[config.mk]
export PLATFORM = sky130hd
export DESIGN_NAME = coh_evt_classifier
export DESIGN_NICKNAME = d
export VERILOG_FILES = /design/src/rtl/coh_evt_pkg.sv /design/src/rtl/coh_sharer_hit.sv /design/src/rtl/coh_evt_decode.sv /design/src/rtl/coh_evt_stage.sv /design/src/rtl/coh_evt_classifier.sv
export SDC_FILE = /design/constraint.sdc
export NUM_CORES = 1
export LEC_CHECK = 0
export ABC_AREA = 1
export BUFFER_PORTS_ARGS = -buffer_cell sky130_fd_sc_hd__buf_2
export CORE_MARGIN = 5
export CORE_UTILIZATION = 40
export CTS_BUF_LIST = sky130_fd_sc_hd__clkbuf_8
export DETAILED_ROUTE_END_ITERATION = 12
export PLACE_DENSITY_LB_ADDON = 0.08
export SYNTH_ARGS = -nofsm -noshare
export SYNTH_HDL_FRONTEND = slang
export SYNTH_HIERARCHICAL = 1
export SYNTH_SLANG_ARGS = --single-unit
[constraint.sdc]
create_clock -name clk_i -period 1.3 [get_ports clk_i]
set_input_delay 0.39 -clock clk_i [delete_from_list [all_inputs] [get_ports clk_i]]
set_output_delay 0.39 -clock clk_i [all_outputs]
set_load 0.005 [all_outputs]
[src/rtl/coh_evt_pkg.sv]
package coh_evt_pkg;
  typedef enum logic [1:0] {
    CL_L1_REQ = 2'd0,
    CL_L1_RSP = 2'd1,
    CL_MEM    = 2'd2,
    CL_UNBLK  = 2'd3
  } msg_class_e;

  localparam logic [2:0] REQ_READ  = 3'd0;
  localparam logic [2:0] REQ_IFET  = 3'd1;
  localparam logic [2:0] REQ_WRITE = 3'd2;
  localparam logic [2:0] REQ_UPG   = 3'd3;
  localparam logic [2:0] REQ_WB    = 3'd4;
  localparam logic [2:0] RSP_DATA  = 3'd0;
  localparam logic [2:0] RSP_ACK   = 3'd1;
  localparam logic [2:0] MEM_DATA  = 3'd0;
  localparam logic [2:0] MEM_ACK   = 3'd1;
  localparam logic [2:0] MEM_INV   = 3'd2;
  localparam logic [2:0] UB_PLAIN  = 3'd0;
  localparam logic [2:0] UB_EXCL   = 3'd1;

  typedef enum logic [4:0] {
    EV_NONE     = 5'd0,
    EV_READ     = 5'd1,
    EV_IFET     = 5'd2,
    EV_WRITE    = 5'd3,
    EV_UPG      = 5'd4,
    EV_WB       = 5'd5,
    EV_WB_STALE = 5'd6,
    EV_REPL_D   = 5'd7,
    EV_REPL_C   = 5'd8,
    EV_DATA_D   = 5'd9,
    EV_DATA_C   = 5'd10,
    EV_ACK_MID  = 5'd11,
    EV_ACK_LAST = 5'd12,
    EV_MDATA    = 5'd13,
    EV_MACK     = 5'd14,
    EV_MINV     = 5'd15,
    EV_UNBLK    = 5'd16,
    EV_UNBLK_X  = 5'd17
  } evt_e;
endpackage

[src/rtl/coh_sharer_hit.sv]
module coh_sharer_hit #(
  parameter int N_L1 = 8,
  localparam int ID_W = (N_L1 > 1) ? $clog2(N_L1) : 1
) (
  input  logic [N_L1-1:0] sharers_i,
  input  logic [ID_W-1:0] id_i,
  output logic            hit_o
);
  logic [N_L1-1:0] match;
  for (genvar g = 0; g < N_L1; g++) begin : g_cmp
    assign match[g] = sharers_i[g] && (id_i == ID_W'(g));
  end
  assign hit_o = |match;
endmodule

[src/rtl/coh_evt_decode.sv]
module coh_evt_decode
  import coh_evt_pkg::*;
#(
  parameter int ACK_W = 4
) (
  input  logic [1:0]       cls_i,
  input  logic [2:0]       typ_i,
  input  logic             dirty_i,
  input  logic [ACK_W-1:0] ack_cnt_i,
  input  logic             line_valid_i,
  input  logic             sharer_i,
  input  logic             way_free_i,
  input  logic             victim_dirty_i,
  input  logic [ACK_W-1:0] pend_acks_i,
  output evt_e             evt_o,
  output logic             victim_o,
  output logic             err_o
);
  logic [ACK_W-1:0] ack_left;
  logic             owned;
  assign ack_left = pend_acks_i - ack_cnt_i;
  assign owned    = line_valid_i && sharer_i;

  always_comb begin
    evt_o    = EV_NONE;
    err_o    = 1'b0;
    victim_o = 1'b0;
    case (msg_class_e'(cls_i))
      CL_L1_REQ: begin
        case (typ_i)
          REQ_READ:  evt_o = EV_READ;
          REQ_IFET:  evt_o = EV_IFET;
          REQ_WRITE: evt_o = EV_WRITE;
          REQ_UPG:   evt_o = owned ? EV_UPG : EV_WRITE;
          REQ_WB:    evt_o = owned ? EV_WB : EV_WB_STALE;
          default:   err_o = 1'b1;
        endcase
        // full set: make room before serving the request
        if (!err_o && !line_valid_i && !way_free_i) begin
          victim_o = 1'b1;
          evt_o    = victim_dirty_i ? EV_REPL_D : EV_REPL_C;
        end
      end
      CL_L1_RSP: begin
        case (typ_i)
          RSP_DATA: evt_o = dirty_i ? EV_DATA_D : EV_DATA_C;
          RSP_ACK:  evt_o = (ack_left == '0) ? EV_ACK_LAST : EV_ACK_MID;
          default:  err_o = 1'b1;
        endcase
      end
      CL_MEM: begin
        case (typ_i)
          MEM_DATA: evt_o = EV_MDATA;
          MEM_ACK:  evt_o = EV_MACK;
          MEM_INV:  evt_o = EV_MINV;
          default:  err_o = 1'b1;
        endcase
      end
      default: begin
        case (typ_i)
          UB_PLAIN: evt_o = EV_UNBLK;
          UB_EXCL:  evt_o = EV_UNBLK_X;
          default:  err_o = 1'b1;
        endcase
      end
    endcase
  end
endmodule

[src/rtl/coh_evt_stage.sv]
module coh_evt_stage
  import coh_evt_pkg::*;
(
  input  logic clk_i,
  input  logic rst_ni,
  input  logic take_i,
  input  evt_e evt_i,
  input  logic victim_i,
  input  logic err_i,
  input  logic ack_i,
  output logic valid_o,
  output evt_e evt_o,
  output logic victim_o,
  output logic err_o
);
  always_ff @(posedge clk_i or negedge rst_ni) begin
    if (!rst_ni) begin
      valid_o  <= 1'b0;
      evt_o    <= EV_NONE;
      victim_o <= 1'b0;
      err_o    <= 1'b0;
    end else begin
      err_o <= take_i && err_i;
      if (take_i && !err_i) begin
        valid_o  <= 1'b1;
        evt_o    <= evt_i;
        victim_o <= victim_i;
      end else if (ack_i) begin
        valid_o <= 1'b0;
      end
    end
  end

  p_hold_r11: assert property (@(posedge clk_i) disable iff (!rst_ni)
    valid_o && !ack_i |=> valid_o && $stable(evt_o) && $stable(victim_o));
  p_ack_drop_r11: assert property (@(posedge clk_i) disable iff (!rst_ni)
    valid_o && ack_i && !take_i |=> !valid_o);
  p_err_noevt_r10: assert property (@(posedge clk_i) disable iff (!rst_ni)
    take_i && err_i && !valid_o |=> err_o && !valid_o);
endmodule

[src/rtl/coh_evt_classifier.sv]
module coh_evt_classifier
  import coh_evt_pkg::*;
#(
  parameter int N_L1  = 8,
  parameter int ACK_W = 4,
  localparam int ID_W = (N_L1 > 1) ? $clog2(N_L1) : 1
) (
  input  logic             clk_i,
  input  logic             rst_ni,
  input  logic             msg_valid_i,
  output logic             msg_ready_o,
  input  logic [1:0]       msg_class_i,
  input  logic [2:0]       msg_type_i,
  input  logic [ID_W-1:0]  sender_id_i,
  input  logic             msg_dirty_i,
  input  logic [ACK_W-1:0] msg_ack_cnt_i,
  input  logic             line_valid_i,
  input  logic [N_L1-1:0]  sharers_i,
  input  logic             way_free_i,
  input  logic             victim_dirty_i,
  input  logic [ACK_W-1:0] pend_acks_i,
  output logic             evt_valid_o,
  input  logic             evt_ack_i,
  output logic [4:0]       evt_code_o,
  output logic             evt_victim_o,
  output logic             evt_err_o
);
  logic sharer, take, d_victim, d_err, q_victim, q_err, q_valid;
  evt_e d_evt, q_evt;

  assign msg_ready_o = !q_valid;
  assign take        = msg_valid_i && msg_ready_o;

  coh_sharer_hit #(.N_L1(N_L1)) u_hit (
    .sharers_i(sharers_i), .id_i(sender_id_i), .hit_o(sharer));

  coh_evt_decode #(.ACK_W(ACK_W)) u_dec (
    .cls_i(msg_class_i), .typ_i(msg_type_i), .dirty_i(msg_dirty_i),
    .ack_cnt_i(msg_ack_cnt_i), .line_valid_i(line_valid_i), .sharer_i(sharer),
    .way_free_i(way_free_i), .victim_dirty_i(victim_dirty_i),
    .pend_acks_i(pend_acks_i), .evt_o(d_evt), .victim_o(d_victim), .err_o(d_err));

  coh_evt_stage u_stage (
    .clk_i(clk_i), .rst_ni(rst_ni), .take_i(take), .evt_i(d_evt),
    .victim_i(d_victim), .err_i(d_err), .ack_i(evt_ack_i), .valid_o(q_valid),
    .evt_o(q_evt), .victim_o(q_victim), .err_o(q_err));

  assign evt_valid_o  = q_valid;
  assign evt_code_o   = q_evt;
  assign evt_victim_o = q_victim;
  assign evt_err_o    = q_err;

  p_repl_r5: assert property (@(posedge clk_i) disable iff (!rst_ni)
    take && msg_class_i == CL_L1_REQ && msg_type_i <= REQ_WB &&
    !line_valid_i && !way_free_i |=> evt_valid_o && evt_victim_o &&
    (evt_code_o == EV_REPL_D || evt_code_o == EV_REPL_C));
  p_upg_r3: assert property (@(posedge clk_i) disable iff (!rst_ni)
    take && msg_class_i == CL_L1_REQ && msg_type_i == REQ_UPG &&
    line_valid_i && !sharers_i[sender_id_i] |=> evt_code_o == EV_WRITE);
  p_ack_r7: assert property (@(posedge clk_i) disable iff (!rst_ni)
    take && msg_class_i == CL_L1_RSP && msg_type_i == RSP_ACK &&
    pend_acks_i == msg_ack_cnt_i |=> evt_code_o == EV_ACK_LAST);
  p_rsp_novic_r5: assert property (@(posedge clk_i) disable iff (!rst_ni)
    take && msg_class_i != CL_L1_REQ |=> !evt_victim_o);
endmodule

==> results.tsv <==
stage	metric	value	unit
floorplan	floorplan.rows	17	
pwr	comb_power_share	42.4	%
critical_path	critical_path_peak_fanout	3	
synth	synth_sequential_area_ratio	22.5	%
status	outcome	complete, but fails checks	
clock_tree	clock_latency	220	ps
route	drtIter0Drc	14	
global_routing	grt_max_degree	9	
pwr	total_switching_power	0.333	mW
route	avgViaCountPerCell	4.51	
pwr	leakagePower	0.875	nW
pwr	power.share.switching	32.2	%
timing	fin_worst_hold_slack	368	ps
layout	num_antenna_cells	0	
layout	final_layout_size_suffix_gt1_share	49.8	%
layout	share_of_the_core_filled_with_cells	66.6	%
route	drt-wirelength-per-cell	9.83	um
timing	report.final.setup_viol	3	
floorplan	core	2170	sq um
synth	synth_adder_area_share	4.21	%
timing	final.min_clock_period	1410	ps
clock_tree	total_cts_buffers	3	
clock_tree	path_clk_slew	40	ps
timing	timing.slew.headroom	79.6	%
timing	maximum_clock_frequency	709	MHz
synth	yosysTopAreaCell	dfrtp_1	
timing	post-route-period-util	109	%
synth	synthesized_area_fraction_occupied_by_and_or_nand_nor_cells	52.4	%
synth	synthesis.instances	149	
place	routabilityCongestion	0.730	
status	violations	negative setup slack	
min_path	holdPathStages	2	
flow_run	cap_viol_max_count	0	
global_routing	gr-usage-all-layers	15.3	%
floorplan	boundaryPins	41	
critical_path	worst-r2r-cell-count	4	
layout	area_growth	62.2	%
critical_path	crit_type	in2reg	
floorplan	die_w	57.2	um
global_routing	antenna_found_initial	0	
critical_path	critical_path_required	1410	ps
route	detail_route.first_pass.iterations	4	
synth	muxShareOfSynthArea	0	%
min_path	hold_class	in2reg	
synth	synth_async_sr_flop_share	100	%
pwr	powerDensity	716	nW/um^2
layout	final_net_count	252	
synth	post_synth_main_area_contributors	dfrtp_1 22%, nand2_1 19%, inv_1 11%	
synth	ys_seq_elements	8	
critical_path	cp-end-kind	flop	
route	ant_nets	0	
synth	synth_top_family_by_area	simple AND/OR/NAND/NOR gates	
synth	synthXorXnorAreaFrac	0	%
route	drt_wl_total	2390	um
floorplan	die_y	57.2	um
clock_tree	clk_path_buf_depth	2	
timing	timing.final.hold_violations	0	
pwr	p_int	0.702	mW
synth	synth.top_cell.area_share	22.5	%
timing	totalNegativeSetupSlack	-288	ps
timing	unrepaired_setup_endpoints_after_global_routing	true	
pwr	power.ir.vdd_worst	473	uV
synth	postSynth.topFlopCell	dfrtp_1	
global_routing	grt-ovfl-total	0	
clock_tree	cts_sinks	8	
synth	synth.yosys.warnings	6	
clock_tree	ctsRootBufferMaster	clkbuf_8	
critical_path	timing.critical_path.arrival	1520	ps
critical_path	reg2reg_slack	190	ps
timing	timing.final.max_slew_violations	0	
critical_path	startpoint_type	input pin	
timing	post-route-worst-setup-slack	-111	ps
synth	syn_avg_cell_area	5.98	sq um
clock_tree	tritoncts	yes	
synth	synth_edf_count	0	
place	detailedPlacementHpwl	1950	um
timing	finClkSkew	2.85	ps
floorplan	starting_utilization_of_the_core_area	41.1	%
floorplan	die_area	3270	sq um
clock_tree	cts-htree-levels	1	
synth	synthesis.area	891	sq um
pwr	seq_power_share	29.6	%
timing	worstMarginPinSlew	306	ps
place	place.port_buffers	40	
route	dr_total_vias	1096	
route	detail_route.drc_violations	0	
pwr	p_clk_share	28.0	%
synth	synth_compound_area_share	7.02	%
global_routing	wire_length_of_the_first_global_routing_pass	4190	um
global_routing	via_count_of_the_first_global_routing_pass	1132	
synth	syn_nets	184	
synth	number_of_distinct_standard_cells_referenced_by_the_synthesized_netlist	24	
## stage by stage
stage | setup WS (ps) | cells | cell area (sq um) | power, mW
after floorplan | -182 | 149 | 921 | 0.510
after global placement | -383 | 235 | 1290 | 0.681
after detailed placement | -436 | 235 | 1290 | 0.696
after CTS | -103 | 241 | 1400 | 1.02
after global routing | -239 | 243 | 1450 | 1.12
final | -111 | 243 | 1450 | 1.04
## flip-flops by register name, summed over array words and instances (netlist names)
name	cells
u_stage/err_o	1
u_stage/evt_o	5
u_stage/valid_o	1
u_stage/victim_o	1
## area by class of cell
class                           count  area [sq um]
Inverter                           30           118
Clock buffer                        3          41.3
Tap cell                           28          35.0
Timing Repair Buffer               64           408
Sequential cell                     8           200
Fill cell                         231           724
Multi-Input combinational cell    110           643
## cells by family after synthesis
group / count (synthesis)
and+or+nand+nor: 98
AOI/OAI and AO/OA: 9
adders and majority gates: 3
buffers and inverters: 31
DFF: 8
## cells in the mapped netlist (2+ instances only)
cell,instances
dfrtp_1,8
ha_1,3
inv_1,26
inv_2,4
nand2_1,45
nand2_2,5
nand3_1,17
nand3_2,3
nand4_1,6
nor2_1,14
nor2_2,4
o21ai_2,2
## final timing paths
kind,end,startpoint
setup / recovery,u_stage/evt_o[0],msg_ack_cnt_i[2]
hold / removal,u_stage/valid_o,evt_ack_i
setup reg to reg,u_stage/evt_o[4],u_stage/valid_o
hold reg to reg,u_stage/victim_o,u_stage/victim_o
max in group asynchronous,u_stage/evt_o[0],rst_ni
min in group asynchronous,u_stage/evt_o[2],rst_ni
## critical path, cell delays in order
cell	delay, ps
buf_6	100
inv_4	50
ha_4	190
or2_1	230
nand2_1	60
nand2_1	40
nand2_1	60
nand2_1	50
nand2_1	60
nand2_1	50
nand2_1	60
nand3_2	80
nand3_2	60
nand2_1	40
## layer usage
metal / global-route usage, % / vias to the layer above / share of wire (%)
met2: 30.2 / 21 / 55
li1: - / 600 / -
met4: 5.96 / 0 / 0
met1: 16.5 / 475 / 40
met3: 1.13 / 0 / 5.2
met5: 0 / - / 0
## placed cells by master, fill, tap and decap left out, drive strengths merged
master	count
clkbuf	3
nand3	20
and3	1
nor2	18
inv	30
o21ai	4
dfrtp	8
buf	63
ha	3
a21oi	2
o211ai	1
nand2	51
o22ai	1
or2	1
o21bai	1
nand4	7
dlygate4sd3	1
## timing repair
| item | CTS | global route |
|---|---|---|
| hold endpoints to repair | 8 | 0 |
| pin swaps | 20 | 15 |
| hold buffers | 1 | 0 |
| setup endpoints to repair | 5 | 7 |
| setup buffers | 2 | 2 |
| gates resized for setup | 18 | 8 |
## power groups by stage
stage	logic [mW]	registers (mW)	clock network [mW]
after floorplan	0.198	0.312	0
after global placement	0.375	0.306	0
after detailed placement	0.388	0.308	0
after CTS	0.422	0.306	0.296
after global routing	0.498	0.309	0.316
final	0.439	0.306	0.290
(Power assumes the default switching activity.)
